### config.mk
export PLATFORM = sky130hd
export DESIGN_NAME = dbg_retire_events
export DESIGN_NICKNAME = d
export VERILOG_FILES = /design/src/rtl/dbg_evt_pkg.sv /design/src/rtl/dbg_evt_detect.sv /design/src/rtl/dbg_evt_status.sv /design/src/rtl/dbg_addr_save.sv /design/src/rtl/dbg_retire_events.sv
export SDC_FILE = /design/constraint.sdc
export NUM_CORES = 1
export LEC_CHECK = 0
export CAP_MARGIN = 20
export CORE_MARGIN = 10
export CORE_UTILIZATION = 42
export DETAILED_ROUTE_END_ITERATION = 12
export GPL_TIMING_DRIVEN = 1
export PLACE_DENSITY = 0.85
export SLEW_MARGIN = 20
export SYNTH_ARGS = -nofsm -noshare
export SYNTH_HDL_FRONTEND = slang
export SYNTH_SLANG_ARGS = --single-unit
export TNS_END_PERCENT = 30
### constraint.sdc
create_clock -name clk -period 1.55 [get_ports clk]
set_input_delay 0.155 -clock clk [delete_from_list [all_inputs] [get_ports clk]]
set_output_delay 0.155 -clock clk [all_outputs]
set_load 0.02 [all_outputs]
### src/rtl/dbg_evt_pkg.sv
package dbg_evt_pkg;

    localparam int EVT_N = 3;

    typedef struct packed {
        logic valid;
        logic is_trap;
        logic is_branch;
        logic is_syscall;
        logic trap_cond;
        logic br_taken;
        logic suppressed;
    } retire_flags_t;

    typedef struct packed {
        logic en_trap;
        logic en_branch;
        logic en_icomp;
        logic msr_de;
    } evt_ctrl_t;

    // member order gives bit 0 = trap, bit 1 = branch, bit 2 = complete
    typedef struct packed {
        logic icomp;
        logic branch;
        logic trap;
    } evt_vec_t;

    function automatic evt_vec_t detect_events(retire_flags_t f, evt_ctrl_t c);
        evt_vec_t e;
        logic     really_suppressed;
        really_suppressed = f.suppressed & ~f.is_syscall;
        e.trap   = f.valid & f.is_trap & f.trap_cond & c.en_trap;
        e.branch = f.valid & f.is_branch & f.br_taken & c.en_branch & c.msr_de;
        e.icomp  = f.valid & ~really_suppressed & c.en_icomp & c.msr_de;
        return e;
    endfunction

endpackage

### src/rtl/dbg_evt_detect.sv
module dbg_evt_detect
    import dbg_evt_pkg::*;
(
    input  retire_flags_t flags,
    input  evt_ctrl_t     ctrl,
    output evt_vec_t      events
);
    always_comb begin
        events = detect_events(flags, ctrl);
    end
endmodule

### src/rtl/dbg_evt_status.sv
module dbg_evt_status #(
    parameter int N = 3
) (
    input  logic         clk,
    input  logic         rst,
    input  logic [N-1:0] set_vec,
    input  logic         clr_we,
    input  logic [N-1:0] clr_mask,
    output logic [N-1:0] status,
    output logic         req
);
    for (genvar i = 0; i < N; i++) begin : g_bit
        always_ff @(posedge clk) begin
            if (rst) begin
                status[i] <= 1'b0;
            end else begin
                // a new event outranks a clear of the same bit
                status[i] <= set_vec[i] | (status[i] & ~(clr_we & clr_mask[i]));
            end
        end
    end

    assign req = |status;
endmodule

### src/rtl/dbg_addr_save.sv
module dbg_addr_save #(
    parameter int AW = 32
) (
    input  logic          clk,
    input  logic          rst,
    input  logic          load,
    input  logic [AW-1:0] addr_in,
    output logic [AW-1:0] addr_q
);
    always_ff @(posedge clk) begin
        if (rst) begin
            addr_q <= '0;
        end else if (load) begin
            addr_q <= addr_in;
        end
    end
endmodule

### src/rtl/dbg_retire_events.sv
module dbg_retire_events
    import dbg_evt_pkg::*;
#(
    parameter int AW = 32
) (
    input  logic          clk,
    input  logic          rst,
    input  logic          rt_valid,
    input  logic          rt_is_trap,
    input  logic          rt_is_branch,
    input  logic          rt_is_syscall,
    input  logic          rt_trap_cond,
    input  logic          rt_br_taken,
    input  logic          rt_suppressed,
    input  logic [AW-1:0] rt_addr,
    input  logic          en_trap,
    input  logic          en_branch,
    input  logic          en_icomp,
    input  logic          msr_dbg_en,
    input  logic          clr_we,
    input  logic [2:0]    clr_mask,
    output logic [2:0]    status,
    output logic [AW-1:0] save_addr,
    output logic          dbg_req
);
    retire_flags_t flags;
    evt_ctrl_t     ctrl;
    evt_vec_t      events;

    always_comb begin
        flags.valid      = rt_valid;
        flags.is_trap    = rt_is_trap;
        flags.is_branch  = rt_is_branch;
        flags.is_syscall = rt_is_syscall;
        flags.trap_cond  = rt_trap_cond;
        flags.br_taken   = rt_br_taken;
        flags.suppressed = rt_suppressed;
        ctrl.en_trap     = en_trap;
        ctrl.en_branch   = en_branch;
        ctrl.en_icomp    = en_icomp;
        ctrl.msr_de      = msr_dbg_en;
    end

    dbg_evt_detect u_detect (
        .flags  (flags),
        .ctrl   (ctrl),
        .events (events)
    );

    dbg_evt_status #(.N(EVT_N)) u_status (
        .clk      (clk),
        .rst      (rst),
        .set_vec  (events),
        .clr_we   (clr_we),
        .clr_mask (clr_mask),
        .status   (status),
        .req      (dbg_req)
    );

    dbg_addr_save #(.AW(AW)) u_save (
        .clk     (clk),
        .rst     (rst),
        .load    (events.branch),
        .addr_in (rt_addr),
        .addr_q  (save_addr)
    );
endmodule

==> impl_results.rst, run 1 <==
.. list-table::
   :header-rows: 1

   * - Metric
     - Value
   * - Final std cells w/o fill
     - 287
   * - Number of buffers added by the clock tree synthesis step
     - 5
   * - Wire length of the first global-routing pass
     - 6300 um
   * - Global-route track usage on met2
     - 0.200
   * - Maximum operating frequency
     - 703 MHz
   * - Most common cell after layout, fill and taps aside
     - clkdlybuf4s50_1
   * - Cells traversed along the worst timing path
     - or3_1, dlygate4sd2_1
   * - Die extent in x
     - 82.1 um
   * - Clock transition at path regs
     - 0.06 ns
   * - Library cell occupying the most area in the post-synthesis netlist
     - dfxtp_1
   * - DRC violations left
     - 0
   * - Total negative slack for setup checks
     - 0 ns
   * - Slew at the pin closest to its max-slew limit
     - 0.248 ns
   * - Area enclosed by the die boundary
     - 6750 um2
   * - Static leakage power
     - 0.000908 uW
   * - Ant. Diodes
     - 0
   * - Worst hold path stage count
     - 3
   * - CP Class
     - reg2out
   * - Number of max-slew violations in the final report
     - 0
   * - Maximum fanout encountered on the critical timing path
     - 3
   * - Final worst path period share
     - 0.917
   * - Routed wire per std cell
     - 13.9 um
   * - Area overhead of the layout relative to synthesis
     - 58.2%
   * - Pre-antenna DRT Iters
     - 4
   * - Highest-count cells in the layout ignoring fill and taps
     - clkdlybuf4s50_1 (83), nand2b_1 (64), dfxtp_1 (35)
   * - Via count
     - 1293
   * - Max VDD drop
     - 0.537 mV
   * - Worst hold-check path type
     - in2reg
   * - TritonCTS clock tree
     - yes
   * - Hold_buf cts
     - 0
   * - Remaining global-route overflow
     - 0
   * - Slowest cell on the critical path
     - or3_1
   * - Number of instances resized during post-cts repair
     - 1
   * - Ratio of cells with drive above 1 in the final layout
     - 0.0460
   * - Die Y
     - 82.1 um
   * - Max-cap violations
     - 0
   * - CP Data Required Time
     - 1.39 ns
   * - Number of DRC markers after the initial detailed-route iteration
     - 40
   * - Drt total wl
     - 3980 um
   * - RD Place Congestion
     - 0.747
   * - Core region area
     - 3690 um2
   * - Area of the mapped netlist
     - 1620 um2
   * - Overall Global Routing Usage
     - 0.121
   * - Global routing usage on met3
     - 0.0572
   * - Min Tclk post-route
     - 1.42 ns
   * - Dpl cells
     - 281
   * - Arrival time at the worst endpoint
     - 1.27 ns
   * - Clk buf depth
     - 2
   * - Count of yosys warnings during synthesis
     - 0
   * - Antenna viol nets, final
     - 0
   * - Timing startpoint of the critical path
     - u_status.status[1]
   * - RSZ-0062 raised after global routing
     - false
   * - Post-DR vias/cell
     - 4.51
   * - Run status
     - completed
   * - Flip-flop and latch count after synthesis
     - 35
   * - Maximum cell stage delay along the critical path
     - 0.35 ns
   * - Post-synth top area share
     - 0.432
   * - Global-route layer with the greatest usage
     - met2
   * - Number of clock sinks
     - 35
   * - Syn Nets
     - 205
   * - Post-detailed-placement half-perimeter wirelength
     - 3150 um
   * - Row count
     - 22
   * - Kind of end point of the critical path
     - output port
   * - Via count of the first global-routing pass
     - 1346
   * - Worst reg2reg path endpoint
     - u_status.status[1]
   * - Post-synthesis sequential area ratio
     - 0.432
   * - Avg Inst Size Synth
     - 10.4 um2
   * - Antenna violations before repair
     - 0
   * - Worst setup path endpoint
     - dbg_req
   * - Cell types with the largest area share after synthesis
     - dfxtp_1 (43%), nand2b_1 (25%), mux2i_1 (20%), buf_12 (3.7%), nor2_8 (1.2%)
   * - Post-CTS repair timing setup buffer count
     - 0
   * - Root Driver
     - clkbuf_8
   * - Clock Skews
     - 0 ns
   * - Number of library cell types mapped by synthesis
     - 17
   * - Final setup violating endpoints
     - 0
   * - Worst setup slack for register-to-register paths
     - 0.83 ns
   * - Worst Setup Start Kind
     - flip-flop
   * - Final hold violations
     - 0
   * - Number of nets at the end of the flow
     - 289
   * - Pin count of the biggest net entering global routing
     - 68
   * - GRT met1 Usage
     - 0.131
   * - Headroom to the max-slew limit
     - 0.834
   * - Number of H-tree levels
     - 2
   * - Power density cells
     - 692 nW/um2
   * - Startpoint of the lowest-slack register-to-register path
     - u_status.status[1]
   * - Source-to-sink clock delay at the later pin of the worst-skew pair
     - 0.27 ns
   * - Input/output buffers
     - 84
   * - Initial cell density of the core
     - 0.440
   * - Number of cells on the worst reg-to-reg path
     - 2
   * - Top-level port count
     - 85
   * - Number of cells produced by synthesis
     - 156
[critical path: cells and delay by family, from the launching register on]
family | cells | cell delay (ns)
buffers and inverters | 1 | 0.33
DFF | 1 | 0.31
and+or+nand+nor | 1 | 0.35
[routing by layer]
| metal | wire [um] | part of all wire |
|---|---|---|
| met1 | 1610 | 0.40 |
| met3 | 417 | 0.10 |
| met2 | 1870 | 0.47 |
| met5 | 0 | 0 |
| met4 | 87 | 0.022 |
[registers in the layout, summed over array words and instances, names as in the netlist]
signal,flops
u_save.addr_q,32
u_status.status,3
[layout make-up]
type | instances | area (um2)
Clock buffer | 6 | 72.6
Sequential cell | 35 | 701
Timing Repair Buffer | 87 | 900
Multi-Input combinational cell | 110 | 828
Fill cell | 305 | 1120
Tap cell | 48 | 60.1
Inverter | 1 | 3.75
[worst min path at each step]
stage	start	endpoint
after floorplan	rt_valid	u_status.status[0]
after global placement	u_save.addr_q[20]	u_save.addr_q[20]
after detailed placement	u_save.addr_q[29]	u_save.addr_q[29]
after CTS	rt_addr[10]	u_save.addr_q[10]
after global routing	rt_addr[31]	u_save.addr_q[31]
final	rt_addr[14]	u_save.addr_q[14]
[through the flow]
step,power (uW),area [um2],util,worst slack (ns),hold slack (ns)
after floorplan,1050,1620,-,0.555,0.305
after global placement,1220,2490,0.676,0.174,0.456
after detailed placement,1220,2490,0.676,0.134,0.462
after CTS,1810,2560,0.695,0.110,0.430
after global routing,1850,2560,0.695,0.0756,0.445
final,1770,2560,0.695,0.128,0.441
[logic make-up after synthesis]
logic type      count (synthesis)  share of synthesized area
compound gates                  5                     0.0224
mux                            32                      0.198
flops                          35                      0.432
simple gates                   73                      0.291
buf+inv                        11                     0.0571
[synthesized netlist by cell type]
master     count
a21boi_0       1
a21oi_1        2
buf_12         3
buf_2          2
clkbuf_1       5
dfxtp_1       35
inv_1          1
mux2i_1       32
nand2_1        4
nand2_2        1
nand2b_1      64
nand3_4        1
nand4_1        1
nor2_8         1
o2111ai_1      1
o21ba_1        1
or3_1          1
[where the power goes]
| group | switching (uW) | leakage (uW) | internal [uW] |
|---|---|---|---|
| clock network | 282 | 0.0000371 | 299 |
| logic | 89.9 | 0.000588 | 185 |
| registers | 6.85 | 0.000283 | 913 |
(Power assumes the default switching activity.)
==> inputs of run 2 (changes only) <==
Settings changed: CORE_UTILIZATION 42 to 35, PLACE_DENSITY 0.85 to 0.75, RECOVER_POWER set to 50.
Clock period 1.55 ns to 1.3 ns, I/O delays scaled along.
==> run 2 against run 1 <==
Net effect: global-route usage shrank 1.2 points; cell area barely moved; wire length up 1.3%; combinational power increased by 15%; critical path type unchanged; critical endpoint unchanged; largest cell class unchanged.
==> impl_results.rst, run 2 (synthesis gave the netlist of run 1 again) <==
.. list-table::
   :header-rows: 1

   * - Metric
     - Value
   * - Initial cell density of the core
     - 0.367 (was 0.440)
   * - Cells traversed along the worst timing path
     - or3_1, buf_2 (was or3_1, dlygate4sd2_1)
   * - Die extent in x
     - 88.1 um (was 82.1 um)
   * - Number of buffers added by the clock tree synthesis step
     - 5 (unchanged)
   * - Headroom to the max-slew limit
     - 0.688 (was 0.834)
   * - Number of max-slew violations in the final report
     - 0 (unchanged)
   * - Antenna viol nets, final
     - 0 (unchanged)
   * - Final setup violating endpoints
     - 0 (unchanged)
   * - Run status
     - completed (unchanged)
   * - Number of H-tree levels
     - 2 (unchanged)
   * - Row count
     - 24 (was 22)
   * - Maximum operating frequency
     - 805 MHz
   * - RSZ-0062 raised after global routing
     - false (unchanged)
   * - WHS
     - 0.408 ns (was 0.441 ns)
   * - Non-Filler Cell Area, Final
     - 2570 um2 (was 2560 um2)
   * - Final std cells w/o fill
     - 297 (was 287)
   * - Hold EP
     - u_save.addr_q[18] (was u_save.addr_q[14])
   * - Number of clock sinks
     - 35 (unchanged)
   * - Max VDD drop
     - 0.503 mV (was 0.537 mV)
   * - Top-level port count
     - 85 (unchanged)
   * - Remaining global-route overflow
     - 0 (unchanged)
   * - Worst hold path stage count
     - 3 (unchanged)
   * - Final hold violations
     - 0 (unchanged)
   * - Critical path buffer and inverter count
     - 1 (unchanged)
   * - Input/output buffers
     - 84 (unchanged)
   * - Number of cells on the worst reg-to-reg path
     - 3 (was 2)
   * - Filler cells
     - 401 (was 305)
   * - Ant. Diodes
     - 0 (unchanged)
   * - Worst setup slack for register-to-register paths
     - 0.47 ns (was 0.83 ns)
   * - Overall Global Routing Usage
     - 0.109 (was 0.121)
   * - DRC violations left
     - 0 (unchanged)
   * - Arrival time at the worst endpoint
     - 1.11 ns (was 1.27 ns)
   * - CP Data Required Time
     - 1.17 ns (was 1.39 ns)
   * - Startpoint of the lowest-slack register-to-register path
     - u_status.status[1] (unchanged)
   * - Clock Skews
     - 0 ns (unchanged)
   * - Clk buf depth
     - 2 (unchanged)
   * - Post-layout power
     - 2260 uW (was 1770 uW)
   * - Total negative slack for setup checks
     - 0 ns (unchanged)
   * - TritonCTS clock tree
     - yes (unchanged)
   * - Slew at the pin closest to its max-slew limit
     - 0.468 ns (was 0.248 ns)
   * - Pre-antenna DRT Iters
     - 4 (unchanged)
   * - Worst hold-check path type
     - in2reg (unchanged)
   * - Final worst path period share
     - 0.955
   * - RD Place Congestion
     - 0.728 (was 0.747)
   * - Routed wire per std cell
     - 13.6 um (was 13.9 um)
   * - Slowest cell on the critical path
     - or3_1 (unchanged)
   * - Area overhead of the layout relative to synthesis
     - 58.3% (was 58.2%)
   * - Highest-count cells in the layout ignoring fill and taps
     - nand2b_1 (64), clkdlybuf4s50_1 (47), dlygate4sd2_1 (35), dfxtp_1 (35), mux2i_1 (32) (was clkdlybuf4s50_1 (83), nand2b_1 (64), dfxtp_1 (35))
   * - Number of flip-flops in the largest register
     - 32 (unchanged)
   * - Dpl cell area
     - 2530 um2 (was 2490 um2)
   * - Most common cell after layout, fill and taps aside
     - nand2b_1 (was clkdlybuf4s50_1)
   * - Top register by number of flip-flops
     - u_save.addr_q (unchanged)
   * - Kind of end point of the critical path
     - output port (unchanged)
   * - Registers with the most flip-flops
     - u_save.addr_q: 32 flops, u_status.status: 3 flops (unchanged)
   * - Antenna violations before repair
     - 0 (unchanged)
   * - Via count of the first global-routing pass
     - 1399 (was 1346)
   * - Maximum cell stage delay along the critical path
     - 0.35 ns (about the same)
   * - Min Tclk post-route
     - 1.24 ns
   * - Via count
     - 1333 (was 1293)
   * - Worst Setup Start Kind
     - flip-flop (unchanged)
   * - Origin of the worst min-delay path
     - rt_addr[18] (was rt_addr[14])
   * - Number of nets at the end of the flow
     - 293 (was 289)
   * - Static leakage power
     - 0.00110 uW (was 0.000908 uW)
   * - Number of DRC markers after the initial detailed-route iteration
     - 36 (was 40)
   * - Max-cap violations
     - 0 (unchanged)
   * - Category of cells accounting for the largest share of critical-path delay
     - simple AND/OR/NAND/NOR gates (unchanged)
   * - Root Driver
     - clkbuf_8 (unchanged)
   * - Area enclosed by the die boundary
     - 7760 um2 (was 6750 um2)
   * - CP Class
     - reg2out (unchanged)
   * - Post-detailed-placement half-perimeter wirelength
     - 3090 um (was 3150 um)
   * - Worst reg2reg path endpoint
     - u_status.status[1] (unchanged)
   * - Ratio of cells with drive above 1 in the final layout
     - 0.0735 (was 0.0460)
   * - Dpl cells
     - 289 (was 281)
   * - Core region area
     - 4410 um2 (was 3690 um2)
   * - Drt total wl
     - 4030 um (was 3980 um)
   * - Die Y
     - 88.1 um (was 82.1 um)
   * - Clock transition at path regs
     - 0.07 ns (was 0.06 ns)
   * - Power density cells
     - 881 nW/um2 (was 692 nW/um2)
   * - Source-to-sink clock delay at the later pin of the worst-skew pair
     - 0.28 ns (was 0.27 ns)
   * - Pin count of the biggest net entering global routing
     - 68 (unchanged)
   * - Post-CTS repair timing setup buffer count
     - 0 (unchanged)
   * - Wire length of the first global-routing pass
     - 6730 um (was 6300 um)
   * - Maximum fanout encountered on the critical timing path
     - 2 (was 3)
   * - Post-DR vias/cell
     - 4.49 (was 4.51)
-- run 2: cell types whose count changed in the layout (fill, tap and decap cells not counted) --
cell             previous run  this run
buf_4                       0         4
buf_2                       0         1
dlygate4sd3_1               0         1
clkbuf_8                    5         7
clkdlybuf4s50_1            83        47
dlygate4sd2_1               1        35
clkbuf_4                    0         1
buf_12                      3         2
-- run 2: tightest hold or removal path: stages --
cell             delay [ns]
clkdlybuf4s50_1        0.39
nand2b_1               0.06
mux2i_1                0.06
-- run 2: layer usage --
layer / part of all wire / track usage / wire length [um] / up-vias
met2: 0.46 / 0.163 / 1850 / 47
li1: - / - / - / 683
met4: 0.016 / 0.0428 / 64 / 0
met1: 0.41 / 0.125 / 1670 / 595
met3: 0.11 / 0.0613 / 448 / 8
met5: 0 / 0 / 0 / -
-- run 2: worst max path at each step --
| stage | start | to | slack (ns) | cells past startpoint |
|---|---|---|---|---|
| global placement | rt_valid | u_save.addr_q[4] | -0.06 | 5 |
| detailed placement | rt_valid | u_save.addr_q[22] | -0.08 | 5 |
| global route | u_status.status[1] | dbg_req | 0.02 | 2 |
| CTS | u_status.status[1] | dbg_req | -0.07 | 2 |
| floorplan | u_status.status[1] | dbg_req | 0.33 | 1 |
| finish | u_status.status[1] | dbg_req | 0.06 | 2 |
-- run 2: final cells by class --
class / instances / area (um2) / area share
Sequential cell: 35 / 701 / 0.273
Clock buffer: 8 / 100 / 0.0390
Tap cell: 52 / 65.1 / 0.0253
Inverter: 1 / 3.75 / 0.00146
Multi-Input combinational cell: 110 / 828 / 0.323
Timing Repair Buffer: 91 / 870 / 0.339
-- run 2: timing repair --
item	in CTS	in global routing
gates resized for setup	38	1
setup endpoints to repair	36	1
hold buffers	0	0
-- run 2: metrics by stage --
stage | util | setup slack, ns
3_3_place_gp | 0.573 | -0.0594
6_report | 0.582 | 0.0585
3_5_place_dp | 0.573 | -0.0794
4_1_cts | 0.586 | -0.0668
5_1_grt | 0.582 | 0.0182
2_1_floorplan | - | 0.330
-- run 2: where the power goes --
part / internal, uW / switching (uW)
Sequential: 1090 / 6.99
Combinational: 208 / 108
Clock: 483 / 368
